### src/rtl/wdg_keyreg_pkg.sv
package wdg_keyreg_pkg;

    localparam int BUS_W   = 16;
    localparam int BYTE_W  = 8;
    localparam int ADDR_W  = 2;
    localparam int FLAG_W  = 3;
    localparam int PAD_W   = BYTE_W - FLAG_W;

    localparam logic [BYTE_W-1:0] KEY_LO = 8'h5A;
    localparam logic [BYTE_W-1:0] KEY_HI = 8'hA5;

    localparam logic [ADDR_W-1:0] OFS_SHARED = 2'd0;
    localparam logic [ADDR_W-1:0] OFS_COUNT  = 2'd1;
    localparam logic [ADDR_W-1:0] OFS_FLAGS  = 2'd2;

    localparam int FLAG_EN_BIT  = 6;
    localparam int FLAG_SEL_BIT = 5;

    typedef struct packed {
        logic                load_cnt;
        logic                load_ctl;
        logic                clr_flag;
        logic                cfg_flag;
        logic [BYTE_W-1:0]   data;
    } wr_cmd_t;

    typedef struct packed {
        logic ovf;
        logic en;
        logic sel;
    } flag_t;

    function automatic logic key_is(input logic [BUS_W-1:0] w, input logic [BYTE_W-1:0] k);
        return w[BUS_W-1:BYTE_W] == k;
    endfunction

    function automatic logic [BYTE_W-1:0] flag_byte(input flag_t f);
        return {f.ovf, f.en, f.sel, {PAD_W{1'b1}}};
    endfunction

endpackage

### src/rtl/wdg_wr_decode.sv
module wdg_wr_decode
    import wdg_keyreg_pkg::*;
(
    input  logic              wr_en,
    input  logic              wr_word,
    input  logic [ADDR_W-1:0] wr_addr,
    input  logic [BUS_W-1:0]  wr_data,
    output wr_cmd_t           cmd
);
    logic word_ok;
    logic hit_shared;
    logic hit_flags;
    logic lo_zero;

    assign word_ok    = wr_en && wr_word;
    assign hit_shared = word_ok && (wr_addr == OFS_SHARED);
    assign hit_flags  = word_ok && (wr_addr == OFS_FLAGS);
    assign lo_zero    = (wr_data[BYTE_W-1:0] == '0);

    always_comb begin
        cmd          = '0;
        cmd.data     = wr_data[BYTE_W-1:0];
        cmd.load_cnt = hit_shared && key_is(wr_data, KEY_LO);
        cmd.load_ctl = hit_shared && key_is(wr_data, KEY_HI);
        cmd.clr_flag = hit_flags  && key_is(wr_data, KEY_HI) && lo_zero;
        cmd.cfg_flag = hit_flags  && key_is(wr_data, KEY_LO);
    end
endmodule

### src/rtl/wdg_tick_counter.sv
module wdg_tick_counter #(
    parameter int W = 8
) (
    input  logic         clk,
    input  logic         rst,
    input  logic         tick,
    input  logic         run,
    input  logic         load,
    input  logic [W-1:0] load_val,
    output logic [W-1:0] count,
    output logic         wrap
);
    localparam logic [W-1:0] TOP = {W{1'b1}};

    logic step;

    assign step = tick && run && !load;
    assign wrap = step && (count == TOP);

    always_ff @(posedge clk) begin
        if (rst) begin
            count <= '0;
        end else if (load) begin
            count <= load_val;
        end else if (step) begin
            count <= count + 1'b1;
        end
    end
endmodule

### src/rtl/wdg_flag_reg.sv
module wdg_flag_reg
    import wdg_keyreg_pkg::*;
(
    input  logic  clk,
    input  logic  rst,
    input  logic  wrap,
    input  logic  clr,
    input  logic  cfg,
    input  logic  cfg_en,
    input  logic  cfg_sel,
    output flag_t flags,
    output logic  req
);
    always_ff @(posedge clk) begin
        if (rst) begin
            flags <= '0;
            req   <= 1'b0;
        end else begin
            if (wrap) begin
                flags.ovf <= 1'b1;
                if (flags.en) begin
                    req <= 1'b1;
                end
            end else if (clr) begin
                flags.ovf <= 1'b0;
                req       <= 1'b0;
            end
            if (cfg) begin
                flags.en  <= cfg_en;
                flags.sel <= cfg_sel;
            end
        end
    end
endmodule

### src/rtl/wdg_keyreg.sv
module wdg_keyreg
    import wdg_keyreg_pkg::*;
#(
    parameter int RUN_BIT = 5
) (
    input  logic              clk,
    input  logic              rst,
    input  logic              wr_en,
    input  logic              wr_word,
    input  logic [ADDR_W-1:0] wr_addr,
    input  logic [BUS_W-1:0]  wr_data,
    input  logic [ADDR_W-1:0] rd_addr,
    output logic [BYTE_W-1:0] rd_data,
    input  logic              tick,
    output logic              rst_req
);
    wr_cmd_t           cmd;
    logic [BYTE_W-1:0] cnt_q;
    logic [BYTE_W-1:0] ctl_q;
    logic              cnt_wrap;
    flag_t             flags;

    wdg_wr_decode u_dec (
        .wr_en   (wr_en),
        .wr_word (wr_word),
        .wr_addr (wr_addr),
        .wr_data (wr_data),
        .cmd     (cmd)
    );

    always_ff @(posedge clk) begin
        if (rst) begin
            ctl_q <= '0;
        end else if (cmd.load_ctl) begin
            ctl_q <= cmd.data;
        end
    end

    wdg_tick_counter #(.W(BYTE_W)) u_cnt (
        .clk      (clk),
        .rst      (rst),
        .tick     (tick),
        .run      (ctl_q[RUN_BIT]),
        .load     (cmd.load_cnt),
        .load_val (cmd.data),
        .count    (cnt_q),
        .wrap     (cnt_wrap)
    );

    wdg_flag_reg u_flg (
        .clk     (clk),
        .rst     (rst),
        .wrap    (cnt_wrap),
        .clr     (cmd.clr_flag),
        .cfg     (cmd.cfg_flag),
        .cfg_en  (cmd.data[FLAG_EN_BIT]),
        .cfg_sel (cmd.data[FLAG_SEL_BIT]),
        .flags   (flags),
        .req     (rst_req)
    );

    always_comb begin
        unique case (rd_addr)
            OFS_SHARED: rd_data = ctl_q;
            OFS_COUNT:  rd_data = cnt_q;
            OFS_FLAGS:  rd_data = flag_byte(flags);
            default:    rd_data = '1;
        endcase
    end
endmodule

### config.mk
export PLATFORM = sky130hd
export DESIGN_NAME = wdg_keyreg
export DESIGN_NICKNAME = d
export VERILOG_FILES = /design/src/rtl/wdg_keyreg_pkg.sv /design/src/rtl/wdg_wr_decode.sv /design/src/rtl/wdg_tick_counter.sv /design/src/rtl/wdg_flag_reg.sv /design/src/rtl/wdg_keyreg.sv
export SDC_FILE = /design/constraint.sdc
export NUM_CORES = 1
export LEC_CHECK = 0
export ABC_AREA = 1
export BUFFER_PORTS_ARGS = -buffer_cell sky130_fd_sc_hd__buf_2
export CAP_MARGIN = 20
export CORE_MARGIN = 1
export CORE_UTILIZATION = 52
export DETAILED_ROUTE_END_ITERATION = 6
export PLACE_DENSITY_LB_ADDON = 0.12
export SYNTH_ARGS = -nofsm -noshare
export SYNTH_HDL_FRONTEND = slang
export SYNTH_SLANG_ARGS = --single-unit
### constraint.sdc
create_clock -name clk -period 1.65 [get_ports clk]
set_input_delay 0.33 -clock clk [delete_from_list [all_inputs] [get_ports clk]]
set_output_delay 0.33 -clock clk [all_outputs]
set_load 0.005 [all_outputs]
==> metrics.yaml, run 1 <==
cts:
  clkTransAtPathRegs_ps: 110
  cts_setup_buffers: 0
  cts_resized: 0
  tritoncts: "yes"
  cts_root_buf: "clkbuf_4"
  clk_path_buf_depth: 2
  cts_htree_levels: 1
  cts_sinks: 20
  numCtsBuffers: 3
  clkLatencyLatePin_ps: 300
  ctsHoldBuffers: 0
sta:
  fin_skew_ps: 0.763
  finalSetupTns_ps: 0
  grt_setup_unrepaired: "false"
  drv_slew: 0
  worst_pin_slew_ps: 419
  setup_violations: 0
  relSlewSlack: 0.719
  min_period_ps: 1470
  worst_slack_ps: 178
  hold_slack_ps: 302
  clock.fmax_mhz: 679
  fin_crit_sh: 0.892
  finalHoldViolations: 0
grt:
  grt_use_total: 0.258
  grt_pass1_wl_mm: 5.20
  first_global_vias: 1219
  grt_max_degree: 16
  antenna_found_initial: 0
  gr-total-overflow: 0
synthesis:
  muxShareOfSynthArea: 0
  seq_area_frac_synth: 0.305
  synth_adder_area_share: 0.00952
  synth.distinct_cells: 27
  yosys.area_share.simple: 0.428
  yosysTopAreaCellShare: 0.305
  postSynthAreaPerCell_um2: 6.44
  ys_ff_latch: 20
  synthesis.area_mm2: 0.00131
  synth_top_family_by_area: "simple AND/OR/NAND/NOR gates"
  synth_compound_area_frac: 0.129
  synth_fp_nets: 230
  synth-xor-area-share: 0.00667
  netlist_instances: 204
  yosys_warnings: 0
  synth_area_leaders: "dfxtp_1 (30%), nand3_1 (14%), nand2_1 (12%)"
  yosysTopAreaCell: "dfxtp_1"
final_layout:
  num_antenna_cells: 0
  layout.nets: 262
  nFillCells: 240
  seq_area_um2: 400
  fin_util: 0.648
  multi_input_area_um2: 752
  drive_gt1_frac: 0.226
  syn2layout_area_growth_pct: 13.2
outcome:
  status: "complete, no violations"
power:
  leakage_nw: 0.674
  power_density_mw_per_mm2: 562
  vdd_drop_max_v: 0.000368
  totalPowerFinal_uw: 836
placed_design:
  gp_congestion: 0.804
  dpl.hpwl_mm: 2.51
  port_buffers: 33
  dp_worst_setup_slack_ps: 177
floorplanning:
  die_w_um: 52.3
  die_h_um: 52.3
  std_cell_rows: 17
  dieArea_mm2: 0.00273
  core_area_mm2: 0.00230
  start_util: 0.572
  ioPinCount: 34
route:
  route.detailed.drc: 0
  vias_per_cell: 5.36
  num_vias: 1405
  ant_nets: 0
  drt_iter0_drc: 44
  wire_per_inst_um: 12.0
  routed_wl_mm: 3.13
  first_pass_iters: 4
setup_path:
  crit_start: "u_cnt.count[7]$_SDFFE_PP0P_"
  crit_arrival_ps: 1140
  crit_path_end_kind: "output port"
  reg2reg_from: "u_cnt.count[0]$_SDFFE_PP0P_"
  cp_max_fo: 4
  start_kind: "register"
  worstPathRequired_ps: 1320
  worstSetupPathType: "register to output port"
run:
  maxCapViolations: 0
worst_hold_path:
  hold_path_class: "input port to register"
  min-delay-start: "wr_data[4]"
through the flow:
stage,instances,cell area (µm²)
after floorplan,204,1310
after global placement,259,1470
after detailed placement,259,1470
after CTS,262,1490
after global routing,262,1490
final,262,1490
flip-flops by register name (all words and copies together) (netlist names):
register and cells:
ctl_q 8, u_cnt.count 8, u_flg.flags 3, u_flg.req 1
area by class of cell:
cell class              count  area share
well taps                  28      0.0235
inverters                  30      0.0757
clock buffers               3      0.0151
multi-input cells         148       0.505
flip-flops and latches     20       0.269
repair buffers             33       0.111
critical path, stage by stage, from the launching register on:
cell      delay, ps
dfxtp_1         400
inv_1            80
o221ai_1        210
buf_2           150
synth_stat cells (all sizes together):
cell type,number
a21oi,12
buf,5
clkbuf,1
dfxtp,20
ha,1
inv,30
nand2,45
nand3,40
nand4,3
nor2,26
nor3,2
o211ai,1
o21ai,9
o21bai,1
o221ai,2
o22ai,5
xor2,1
logic make-up (layout without fill, tap and decap cells):
family,Yosys count,in the layout
AOI/OAI and AO/OA,30,30
xor gates and xnor gates,1,1
adders and majority gates,1,1
and+or+nand+nor,116,116
buffers and inverters,36,66
DFF,20,20
layer usage:
metal / track usage / share of wire / up-vias
met5: 0 / 0 / -
met1: 0.340 / 0.48 / 628
li1: - / - / 733
met4: 0.0789 / 0.013 / 0
met3: 0.0348 / 0.042 / 5
met2: 0.434 / 0.46 / 39
cells in the final DEF, fill, tap and decap left out:
| cell | Yosys | layout |
|---|---|---|
| nand3_1 | 38 | 38 |
| o221ai_1 | 2 | 2 |
| inv_1 | 26 | 26 |
| nand2_1 | 41 | 41 |
| nor3_1 | 1 | 1 |
| nor3_2 | 1 | 1 |
| clkbuf_4 | 0 | 3 |
| o211ai_1 | 1 | 1 |
| o21ai_0 | 7 | 7 |
| nand3_2 | 1 | 1 |
| ha_1 | 1 | 1 |
| dfxtp_1 | 20 | 20 |
| nor2_2 | 4 | 4 |
| nor2_4 | 1 | 1 |
| nand2_2 | 4 | 4 |
| o22ai_1 | 5 | 5 |
| buf_2 | 0 | 33 |
| nand4_1 | 3 | 3 |
| nor2_1 | 20 | 20 |
| o21bai_1 | 1 | 1 |
| a21oi_1 | 12 | 12 |
| nand3_4 | 1 | 1 |
| o21ai_1 | 2 | 2 |
| nor2_8 | 1 | 1 |
| xor2_1 | 1 | 1 |
| inv_2 | 4 | 4 |
path summary, 6_finish.rpt:
| path | endpoint | slack, ps | cells after the start |
|---|---|---|---|
| worst min register to register | ctl_q[3]$_SDFFE_PP0P_ | 480 | 2 |
| worst max-delay path | rd_data[7] | 180 | 3 |
| worst min-delay path | ctl_q[4]$_SDFFE_PP0P_ | 300 | 3 |
| worst max register to register | u_cnt.count[4]$_SDFFE_PP0P_ | 300 | 8 |
where the power goes:
part	leakage [nW]	switching [mW]	internal [mW]	total, mW
registers	0.161	0.0000898	0.483	0.483
logic	0.499	0.0688	0.0471	0.116
clock network	0.0138	0.152	0.0853	0.237
No activity file was read; power rests on OpenSTA's default activity.
==> run 2: changes to the inputs <==
--- a/config.mk
+++ b/config.mk
@@ -8,9 +8,10 @@
 export ABC_AREA = 1
 export BUFFER_PORTS_ARGS = -buffer_cell sky130_fd_sc_hd__buf_2
 export CAP_MARGIN = 20
-export CORE_MARGIN = 1
+export CORE_MARGIN = 2
 export CORE_UTILIZATION = 52
 export DETAILED_ROUTE_END_ITERATION = 6
+export GPL_ROUTABILITY_DRIVEN = 0
 export PLACE_DENSITY_LB_ADDON = 0.12
 export SYNTH_ARGS = -nofsm -noshare
 export SYNTH_HDL_FRONTEND = slang
==> constraint.sdc (replaced) <==
create_clock -name clk -period 1.4 [get_ports clk]
set_input_delay 0.28 -clock clk [delete_from_list [all_inputs] [get_ports clk]]
set_output_delay 0.28 -clock clk [all_outputs]
set_load 0.005 [all_outputs]
==> run 2 against run 1 <==
  * First-iteration DRC count is 2.3% higher
  * Die area is 7.8% higher
  * Design area is 7.9% higher
  * Count of clock-buffer cells in the layout is 1 higher
  * Routed wire length is 6.9% higher
  * Register-to-register slack worse by 150 ps
  * Global-route usage is 0.087 points lower
  * Worst setup slack worse by 130 ps
  * Non-clock buffer count is 10 higher
  * Cell count is 5.0% higher
  * Via count is 4.3% higher
==> metrics.yaml, run 2 (synthesis results as in run 1) <==
outcome:
  status: "complete, no violations"
sta:
  min_period_ps: 1350
  drv_slew: 0  # unchanged
  finalHoldViolations: 0  # unchanged
  clock.fmax_mhz: 741
  relSlewSlack: 0.804  # +0.0854
  grt_setup_unrepaired: "true"
  worst_pin_slew_ps: 293  # -125 ps
  setup_violations: 0  # unchanged
  fin_crit_sh: 0.964
  fin_skew_ps: 2.01  # +1.25 ps
  finalSetupTns_ps: 0  # unchanged
  hold_slack_ps: 264  # -37.4 ps
route:
  ant_nets: 0  # unchanged
  routed_wl_mm: 3.35  # +6.9%
  route.detailed.drc: 0  # unchanged
  wire_per_inst_um: 12.2  # +1.9%
  num_vias: 1466  # +4.3%
  first_pass_iters: 4  # unchanged
  vias_per_cell: 5.33  # -0.59%
  drt_iter0_drc: 45  # +2.3%
grt:
  gr-total-overflow: 0  # unchanged
  met1_usage: 0.337  # -0.00314
  first_global_vias: 1289  # +5.7%
  grt-busiest-layer: "met2"
  met3_usage: 0.0355  # +0.000737
  antenna_found_initial: 0  # unchanged
  grt_pass1_wl_mm: 5.52  # +6.3%
  grt_use_total: 0.257  # -0.000869
  grt_max_degree: 16  # unchanged
  use_met2: 0.436  # +0.00198
final_layout:
  layout_common_cells: "nand2_1 (41), nand3_1 (38), buf_2 (33), inv_1 (26), nor2_1 (20)"
  fin_util: 0.660  # +0.0124
  drive_gt1_frac: 0.306  # +0.0796
  layout_commonest_cell: "nand2_1"
  layout.nets: 272  # +3.8%
  num_antenna_cells: 0  # unchanged
  reg.largest.list: "ctl_q x8, u_cnt.count x8, u_flg.flags x3"
  fin_cells: 275  # +5.0%
  nFillCells: 225  # -6.3%
  syn2layout_area_growth_pct: 22.2
cts:
  cts_htree_levels: 1  # unchanged
  numCtsBuffers: 3  # unchanged
  clkTransAtPathRegs_ps: 110  # about the same
  tritoncts: "yes"
  ctsHoldBuffers: 0  # unchanged
  cts_root_buf: "clkbuf_4"
  clk_path_buf_depth: 2  # unchanged
  clkLatencyLatePin_ps: 300  # about the same
  cts_sinks: 20  # unchanged
setup_path:
  worstSetupPathType: "register to output port"
  worstPathRequired_ps: 1120  # -200 ps
  crit_arrival_ps: 1070  # -70 ps
  crit_path_end_kind: "output port"
  cp_max_fo: 4  # unchanged
  start_kind: "register"
floorplanning:
  die_w_um: 54.3  # +3.8%
  die_h_um: 54.3  # +3.8%
  dieArea_mm2: 0.00294  # +7.8%
  std_cell_rows: 18  # +1
  start_util: 0.540  # -0.0318
  ioPinCount: 34  # unchanged
  core_area_mm2: 0.00243  # +5.9%
placed_design:
  port_buffers: 33  # unchanged
  dpl.hpwl_mm: 2.64  # +5.2%
  dp.cells: 269  # +3.9%
power:
  vdd_drop_max_v: 0.000580  # +58%
  power_density_mw_per_mm2: 654  # +16%
  leakage_nw: 0.739  # +9.8%
worst_hold_path:
  hold_path_class: "input port to register"
run:
  maxCapViolations: 0  # unchanged
==> run 2: layout make-up <==
cell class	instances	area, µm²	share of cell area
well taps	30	37.5	0.0234
multi-input cells	148	764	0.476
clock buffers	4	36.3	0.0226
flip-flops and latches	20	410	0.256
repair buffers	43	244	0.152
inverters	30	113	0.0701
==> run 2: stage by stage <==
| step | instance area (µm²) | power, mW | setup WS, ps |
|---|---|---|---|
| after floorplan | 1310 | 0.645 | 217 |
| after global placement | 1530 | 0.720 | 79.0 |
| after detailed placement | 1530 | 0.723 | 59.4 |
| after CTS | 1570 | 1.06 | 0.0641 |
| after global routing | 1610 | 1.10 | -13.1 |
| final | 1610 | 1.05 | 51.0 |
==> run 2: metal layers <==
metal  vias to the layer above  share of wire
li1                        755              -
met1                       660           0.45
met2                        49           0.49
met3                         2          0.058
met4                         0         0.0057
met5                         -              0
==> run 2: critical path, stage by stage (launching register included) <==
cell and delay [ps]:
dfxtp_2 350, buf_6 120, o22ai_2 130, inv_1 60
buf_2 120
==> run 2: worst paths after layout <==
check / from / end / slack [ps] / depth (start not counted)
hold reg to reg: ctl_q[3]$_SDFFE_PP0P_ / ctl_q[3]$_SDFFE_PP0P_ / 480 / 2
setup / recovery: u_cnt.count[0]$_SDFFE_PP0P_ / rd_data[0] / 50 / 4
hold / removal: wr_data[1] / ctl_q[1]$_SDFFE_PP0P_ / 260 / 3
setup reg to reg: u_cnt.count[1]$_SDFFE_PP0P_ / u_cnt.count[4]$_SDFFE_PP0P_ / 150 / 8
==> run 2: power by group <==
part	switching (mW)	total, mW	internal, mW
Clock	0.177	0.336	0.158
Sequential	0.000107	0.569	0.569
Combinational	0.0838	0.146	0.0618
Total	0.261	1.05	0.789
==> run 2: repair_timing <==
action / CTS / global route
setup buffers: 0 / 2
resized for setup: 2 / 13
endpoints found under the setup margin: 2 / 10
pin swaps: 0 / 1
